**config.mk**
```make
export PLATFORM = sky130hd
export DESIGN_NAME = qpk_tx_packer
export DESIGN_NICKNAME = d
export VERILOG_FILES = /design/src/rtl/qpk_pkg.sv /design/src/rtl/qpk_fifo.sv /design/src/rtl/qpk_shift_eng.sv /design/src/rtl/qpk_tx_packer.sv
export SDC_FILE = /design/constraint.sdc
export NUM_CORES = 2
export LEC_CHECK = 0
export BUFFER_PORTS_ARGS = -buffer_cell sky130_fd_sc_hd__buf_4
export CAP_MARGIN = 20
export CORE_ASPECT_RATIO = 0.9
export CORE_MARGIN = 3
export CORE_UTILIZATION = 27
export CTS_BUF_LIST = sky130_fd_sc_hd__clkbuf_4 sky130_fd_sc_hd__clkbuf_8 sky130_fd_sc_hd__clkbuf_16
export CTS_CLUSTER_DIAMETER = 40
export DETAILED_ROUTE_END_ITERATION = 6
export GPL_TIMING_DRIVEN = 0
export PLACE_DENSITY_LB_ADDON = 0.25
export SYNTH_ARGS = -nofsm -noshare
export SYNTH_HDL_FRONTEND = slang
export SYNTH_HIERARCHICAL = 1
export SYNTH_MEMORY_MAX_BITS = 65536
export SYNTH_SLANG_ARGS = --single-unit
```
**constraint.sdc**
```tcl
create_clock -name clk -period 12.8 [get_ports clk]
set_clock_uncertainty 0.2 [all_clocks]
set_input_delay 1.92 -clock clk [delete_from_list [all_inputs] [get_ports clk]]
set_output_delay 1.92 -clock clk [all_outputs]
set_load 0.02 [all_outputs]
```
**src/rtl/qpk_pkg.sv**
```systemverilog
package qpk_pkg;
    localparam int WORD_W  = 32;
    localparam int BYTES   = WORD_W / 8;
    localparam int NB_W    = $clog2(BYTES);
    localparam int BIT_W   = $clog2(WORD_W);

    localparam logic [7:0] ADR_CFG = 8'h00;
    localparam logic [7:0] ADR_TX4 = 8'h1C;
    localparam logic [7:0] ADR_RX  = 8'h20;
    localparam logic [7:0] ADR_TX1 = 8'h80;
    localparam logic [7:0] ADR_TX2 = 8'h84;
    localparam logic [7:0] ADR_TX3 = 8'h88;

    typedef struct packed {
        logic [NB_W-1:0]   nb_m1;
        logic [WORD_W-1:0] data;
    } tx_ent_t;
endpackage

```
**src/rtl/qpk_fifo.sv**
```systemverilog
module qpk_fifo #(
    parameter int W     = 34,
    parameter int DEPTH = 63
) (
    input  logic         clk,
    input  logic         rst_n,
    input  logic         push,
    input  logic [W-1:0] push_data,
    input  logic         pop,
    output logic [W-1:0] head,
    output logic         full,
    output logic         empty
);
    localparam int CW = $clog2(DEPTH + 1);
    localparam int PW = (DEPTH > 1) ? $clog2(DEPTH) : 1;

    typedef struct packed {
        logic [PW-1:0] wr;
        logic [PW-1:0] rd;
        logic [CW-1:0] cnt;
    } fst_t;

    fst_t st_q, st_d;
    logic [W-1:0] mem_q [DEPTH];
    logic do_push, do_pop;

    assign full  = (st_q.cnt == CW'(DEPTH));
    assign empty = (st_q.cnt == '0);
    assign head  = mem_q[st_q.rd];

    always_comb begin
        do_push = push & ~full;
        do_pop  = pop & ~empty;
        st_d    = st_q;
        if (do_push)
            st_d.wr = (st_q.wr == PW'(DEPTH - 1)) ? '0 : st_q.wr + PW'(1);
        if (do_pop)
            st_d.rd = (st_q.rd == PW'(DEPTH - 1)) ? '0 : st_q.rd + PW'(1);
        st_d.cnt = st_q.cnt + CW'(do_push) - CW'(do_pop);
    end

    always_ff @(posedge clk or negedge rst_n) begin
        if (!rst_n) st_q <= '0;
        else        st_q <= st_d;
    end

    always_ff @(posedge clk) begin
        if (do_push) mem_q[st_q.wr] <= push_data;
    end


    no_overflow_chk: assert property (@(posedge clk) disable iff (!rst_n)
        (full && push && !pop) |=> full);


    no_underflow_chk: assert property (@(posedge clk) disable iff (!rst_n)
        (empty && pop && !push) |=> empty);
endmodule

```
**src/rtl/qpk_shift_eng.sv**
```systemverilog
module qpk_shift_eng
    import qpk_pkg::*;
(
    input  logic              clk,
    input  logic              rst_n,
    input  logic              sclk_tick,
    input  logic              miso,
    input  logic              start_ok,
    input  logic              ent_valid,
    input  tx_ent_t           ent,
    output logic              ent_pop,
    output logic              mosi,
    output logic              busy,
    output logic              rx_push,
    output logic [WORD_W-1:0] rx_word
);
    typedef struct packed {
        logic              active;
        logic [WORD_W-1:0] word;
        logic [NB_W-1:0]   nb_m1;
        logic [BIT_W-1:0]  bitc;
        logic [7:0]        rbyte;
        logic [WORD_W-1:0] rword;
    } est_t;

    est_t st_q, st_d;
    logic [7:0]        rbyte_n;
    logic [WORD_W-1:0] rword_n;
    logic [BIT_W-1:0]  last_bit;

    assign busy = st_q.active;
    assign mosi = st_q.active & st_q.word[{st_q.bitc[BIT_W-1:3], ~st_q.bitc[2:0]}];

    always_comb begin
        st_d     = st_q;
        ent_pop  = 1'b0;
        rx_push  = 1'b0;
        rbyte_n  = {st_q.rbyte[6:0], miso};
        rword_n  = st_q.rword;
        last_bit = {st_q.nb_m1, 3'b111};
        if (!st_q.active) begin
            if (ent_valid && start_ok) begin
                ent_pop     = 1'b1;
                st_d.active = 1'b1;
                st_d.word   = ent.data;
                st_d.nb_m1  = ent.nb_m1;
                st_d.bitc   = '0;
                st_d.rbyte  = '0;
                st_d.rword  = '0;
            end
        end else if (sclk_tick) begin
            st_d.rbyte = rbyte_n;
            st_d.bitc  = st_q.bitc + BIT_W'(1);
            if (st_q.bitc[2:0] == 3'd7) begin
                rword_n    = {rbyte_n, st_q.rword[WORD_W-1:8]};
                st_d.rword = rword_n;
            end
            if (st_q.bitc == last_bit) begin
                rx_push     = 1'b1;
                st_d.active = 1'b0;
            end
        end
        rx_word = rword_n;
    end

    always_ff @(posedge clk or negedge rst_n) begin
        if (!rst_n) st_q <= '0;
        else        st_q <= st_d;
    end


    mosi_hold_chk: assert property (@(posedge clk) disable iff (!rst_n)
        (busy && !sclk_tick) |=> (busy && $stable(mosi)));


    push_ends_chk: assert property (@(posedge clk) disable iff (!rst_n)
        rx_push |=> !busy);


    pop_starts_chk: assert property (@(posedge clk) disable iff (!rst_n)
        ent_pop |=> busy);
endmodule

```
**src/rtl/qpk_tx_packer.sv**
```systemverilog
module qpk_tx_packer
    import qpk_pkg::*;
#(
    parameter int TX_DEPTH = 63,
    parameter int RX_DEPTH = 63
) (
    input  logic              clk,
    input  logic              rst_n,
    input  logic              bus_wr,
    input  logic              bus_rd,
    input  logic [7:0]        bus_addr,
    input  logic [WORD_W-1:0] bus_wdata,
    output logic [WORD_W-1:0] bus_rdata,
    input  logic              sclk_tick,
    input  logic              spi_miso,
    output logic              spi_mosi,
    output logic              busy,
    output logic              tx_full,
    output logic              tx_empty,
    output logic              rx_empty,
    output logic              tx_ovf,
    output logic              rx_ovf
);
    localparam int TXE_W = $bits(tx_ent_t);

    typedef struct packed {
        logic man;
        logic run;
        logic tx_ovf;
        logic rx_ovf;
    } cst_t;

    cst_t st_q, st_d;

    logic              tx_wr, cfg_wr, rx_rd, start_ok;
    logic [NB_W-1:0]   wr_nb_m1;
    tx_ent_t           tx_in, tx_head;
    logic [TXE_W-1:0]  tx_head_raw;
    logic              tx_pop, rx_push, rx_full;
    logic [WORD_W-1:0] rx_word, rx_head;

    always_comb begin
        tx_wr    = 1'b0;
        wr_nb_m1 = '0;
        unique case (bus_addr)
            ADR_TX1: begin tx_wr = bus_wr; wr_nb_m1 = NB_W'(0); end
            ADR_TX2: begin tx_wr = bus_wr; wr_nb_m1 = NB_W'(1); end
            ADR_TX3: begin tx_wr = bus_wr; wr_nb_m1 = NB_W'(2); end
            ADR_TX4: begin tx_wr = bus_wr; wr_nb_m1 = NB_W'(3); end
            default: ;
        endcase
        cfg_wr      = bus_wr && (bus_addr == ADR_CFG);
        rx_rd       = bus_rd && (bus_addr == ADR_RX);
        tx_in.nb_m1 = wr_nb_m1;
        tx_in.data  = bus_wdata;
    end

    always_comb begin
        st_d = st_q;
        if (cfg_wr) st_d.man = bus_wdata[15];
        if (cfg_wr && bus_wdata[16])
            st_d.run = 1'b1;
        else if (st_q.run && !busy && tx_empty)
            st_d.run = 1'b0;
        if (tx_wr && tx_full)   st_d.tx_ovf = 1'b1;
        if (rx_push && rx_full) st_d.rx_ovf = 1'b1;
        start_ok = !st_q.man || st_q.run;
    end

    always_ff @(posedge clk or negedge rst_n) begin
        if (!rst_n) st_q <= '0;
        else        st_q <= st_d;
    end

    qpk_fifo #(.W(TXE_W), .DEPTH(TX_DEPTH)) u_txq (
        .clk(clk), .rst_n(rst_n),
        .push(tx_wr), .push_data(tx_in),
        .pop(tx_pop), .head(tx_head_raw),
        .full(tx_full), .empty(tx_empty)
    );

    assign tx_head = tx_ent_t'(tx_head_raw);

    qpk_shift_eng u_eng (
        .clk(clk), .rst_n(rst_n),
        .sclk_tick(sclk_tick), .miso(spi_miso),
        .start_ok(start_ok), .ent_valid(!tx_empty), .ent(tx_head),
        .ent_pop(tx_pop), .mosi(spi_mosi), .busy(busy),
        .rx_push(rx_push), .rx_word(rx_word)
    );

    qpk_fifo #(.W(WORD_W), .DEPTH(RX_DEPTH)) u_rxq (
        .clk(clk), .rst_n(rst_n),
        .push(rx_push), .push_data(rx_word),
        .pop(rx_rd), .head(rx_head),
        .full(rx_full), .empty(rx_empty)
    );

    assign bus_rdata = rx_empty ? '0 : rx_head;
    assign tx_ovf    = st_q.tx_ovf;
    assign rx_ovf    = st_q.rx_ovf;


    tx_ovf_sticky_chk: assert property (@(posedge clk) disable iff (!rst_n)
        tx_ovf |=> tx_ovf);


    rx_ovf_set_chk: assert property (@(posedge clk) disable iff (!rst_n)
        (rx_push && rx_full) |=> rx_ovf);


    man_hold_chk: assert property (@(posedge clk) disable iff (!rst_n)
        (st_q.man && !st_q.run && !busy) |=> !busy);
endmodule

```
==> impl_results.md <==
* Outcome: finished, violations left
* Failing checks: design-rule violations
* YS warnings at 6
* Largest area contributor in the netlist: edfxtp_1
* Antenna violations before repair at 53
* Share of the yosys chip area belonging to registers at 77.07%
* CP max-delay cell: buf_1
* Largest family of logic cells by synthesized area: multiplexers
* Final min period at 8.500 ns
* Post-Synth XOR/XNOR Area at 0.07392%
* Switching power total at 10040 uW
* Worst path arrival time at 6.38 ns
* Area Overhead vs Synth at 23.16%
* Post-CTS setup buffers at 0
* CP Class: reg2out
* Post-synthesis mux area share at 16.79%
* Die Width at 832.2 microns
* Netlist Area Pre-Place at 165900 sq um
* FF+latch count, synth at 4277
* RSZ-0062 raised after global routing: no
* Die H at 749.6 microns
* VDD IR max at 160.3 uV
* GPL Wtd Cong at 0.9186
* Main synth FF type: edfxtp_1
* Period utilization at 66.41%
* Total grt overflow at 0
* Layout Nets at 8602
* Worst setup SP type: register
* Synthesized instance count at 7564
* Max Clock Freq at 117.6 MHz
* Setup Viol. Count Final at 0
* Vias at 88.76k
* Post-cts sizing count at 0
* Crit path max fanout at 10
* Routed length per instance at 33.89 microns
* Reg clk slew, reported paths at 0.05 ns
* Vias/cell at 5.182
* Final hold vios at 0
* Pint at 28200 uW
* Reg power frac at 42.0%
* Post-synth EDFFs at 4158
* CTS tree: yes
* Min-Delay Path Class: reg2reg
* Latest clock arrival within the worst-skew pair at 1.12 ns
* Worst R2R Setup Slack at 7.12 ns
* Worst setup EP type: output port
* Largest net degree at the start of global routing at 81
* Total power divided by cell area at 187.2 nW/um^2
* Final Util at 33.44%
* Worst Tran Pin Value at 1.289 ns
* DIE AREA at 623800 sq um
* CTS Sinks at 4277
* Sw Ratio at 26.26%
* Row count at 272
* Synth Area in Compound Gates at 2.204%
* Clk root buf: clkbuf_16
* Cts bufs inserted at 603
* Crit-path cells: clkbuf_1 > inv_1 > buf_2 > buf_1 > buf_2 > mux2i_1 > o22ai_1 > a211oi_1 > buf_4 > nor2b_1 > buf_4
* DP Wirelength at 396.7 mm
* Drt pass-1 iters at 7
* Slew HR at 14.03%
* CP required at 10.68 ns
* Remaining DRCs at 9
* Design area at 204300 sq um
* Placed inst area at 183100 sq um
* Crit path largest cell delay at 0.94 ns
* Fill cells at 56.84k
* Total Wirelength at 580.4 mm
* Remaining antenna violation count at 0
* CTS Hold Bufs at 0
* Total GRT Usage at 18.11%
* First-pass GRT wire length at 774.5 mm
* Synth unique cells at 76
* Longest Clk Path Bufs at 4
* Top-area cell type share of the netlist area at 75.27%
* I/O Buffers at 84
* Post-Synth Simple-Gate Area at 2.163%
* Initial Util at 27.15%
* Clock network power share at 44.9%
* 1st-iter DRT viols at 13.09k
* Max-capacitance violation count at 0
* Setup TNS at 0 ns
* Logic pwr share at 13.2%
* Max-slew violation count at 0
* Asr flop ratio synth at 2.782%
* Top-Level Pins at 85
* Synth area leaders: edfxtp_1 (75%), mux4_2 (14%), dfrtp_1 (1.8%)
* Core area at 610900 sq um
* Net count after synthesis at 7643
* Layout cells sized above 1 at 32.91%
* Most common cell after layout, fill and taps aside: edfxtp_1
* Htree depth at 6
* Commonest non-fill, non-tap cells in the layout: edfxtp_1 (4158), mux4_2 (1052), clkbuf_16 (609)
* Leakage power at 0.06389 uW
* Mean post-synth cell area at 21.93 sq um
* Synthesized-area fraction occupied by adder cells at 0.2580%
* Vias in the first global route at 86.99k
[sequential cells by signal (all words and copies together), names as in the netlist]
register	cells
u_eng/last_bit	2
u_txq/mem_q	2142
tx_ovf	1
u_rxq/mem_q	2016
rx_ovf	1
u_eng/rbyte_n	7
u_eng/st_q	69
u_txq/st_q	18
st_q	2
u_rxq/st_q	18
u_eng/busy	1
[layout make-up]
class	instances	area [sq um]	area share (%)
Antenna cell	24	60.06	0.02940
Buffer	416	2271	1.112
Clock buffer	684	15830	7.747
Clock inverter	419	5341	2.614
Inverter	39	146.4	0.07165
Multi-Input combinational cell	2832	36660	17.95
Sequential cell	4277	127800	62.57
Tap cell	8083	10110	4.950
Timing Repair Buffer	354	6040	2.956
[power groups by stage]
stage / registers (uW) / clock network [uW] / logic (uW)
after floorplan: 16300 / 0 / 2830
after global placement: 16400 / 0 / 4820
after detailed placement: 16300 / 0 / 5040
after CTS: 16100 / 17400 / 5050
after global routing: 16100 / 18100 / 5250
final: 16100 / 17200 / 5030
[per-stage QoR]
stage | hold WS (ns) | std cells | setup WS [ns] | power, uW
finish | 0.2682 | 17128 | 4.300 | 38240
global route | 0.2953 | 17106 | 4.236 | 39400
CTS | 0.2734 | 17101 | 4.183 | 38550
detailed placement | 0.2607 | 15998 | 5.323 | 21380
global placement | 0.2563 | 15731 | 2.929 | 21180
floorplan | 0.2373 | 7564 | 7.136 | 19130
[per-layer routing]
layer  vias up  global-route usage (%)  part of all wire [%]
met2      5072                   27.75                    45
met5         -                       0                 0.014
met3       965                   4.407                    10
met4        12                   5.878                   3.7
met1     48854                   25.34                    41
li1      33858                       -                     -
[final timing paths]
path | start | depth (start not counted) | endpoint
max | u_rxq/st_q[9]$_DFFE_PN0P_ | 11 | bus_rdata[15]
min | rx_ovf$_DFFE_PN0P_ | 1 | rx_ovf$_DFFE_PN0P_
max reg2reg | u_eng/busy$_DFF_PN0_ | 11 | u_rxq/mem_q[18][8]$_DFFE_PP_
min reg2reg | rx_ovf$_DFFE_PN0P_ | 1 | rx_ovf$_DFFE_PN0P_
max in group asynchronous | rst_n | 2 | u_rxq/st_q[10]$_DFFE_PN0P_
min in group asynchronous | rst_n | 1 | tx_ovf$_DFFE_PN0P_
[critical path, delay by kind of cell (launching register included)]
kind	cells	cell delay [ns]
AO/OA/AOI/OAI	2	1.16
flip-flops	1	0.36
multiplexers	1	0.63
AND/OR/NAND/NOR	1	0.16
buffers and inverters	7	2.95
[synth_stat cells (all sizes together) (43+ instances only)]
library cell  count
a21oi            64
a22o             46
a22oi            65
buf             290
clkbuf          126
dfrtp           119
edfxtp         4158
mux2            102
mux2i           284
mux4           1058
nand2           370
nor2            227
nor2b            59
o21ai           121
o22ai            43
[cells by family after synthesis]
group / count (synthesis)
adders and majority gates: 33
AOI/OAI and AO/OA: 525
and+or+nand+nor: 816
muxes: 1444
xor gates and xnor gates: 14
buffers and inverters: 455
DFF: 4277
Power figures use the tool's default switching activity.
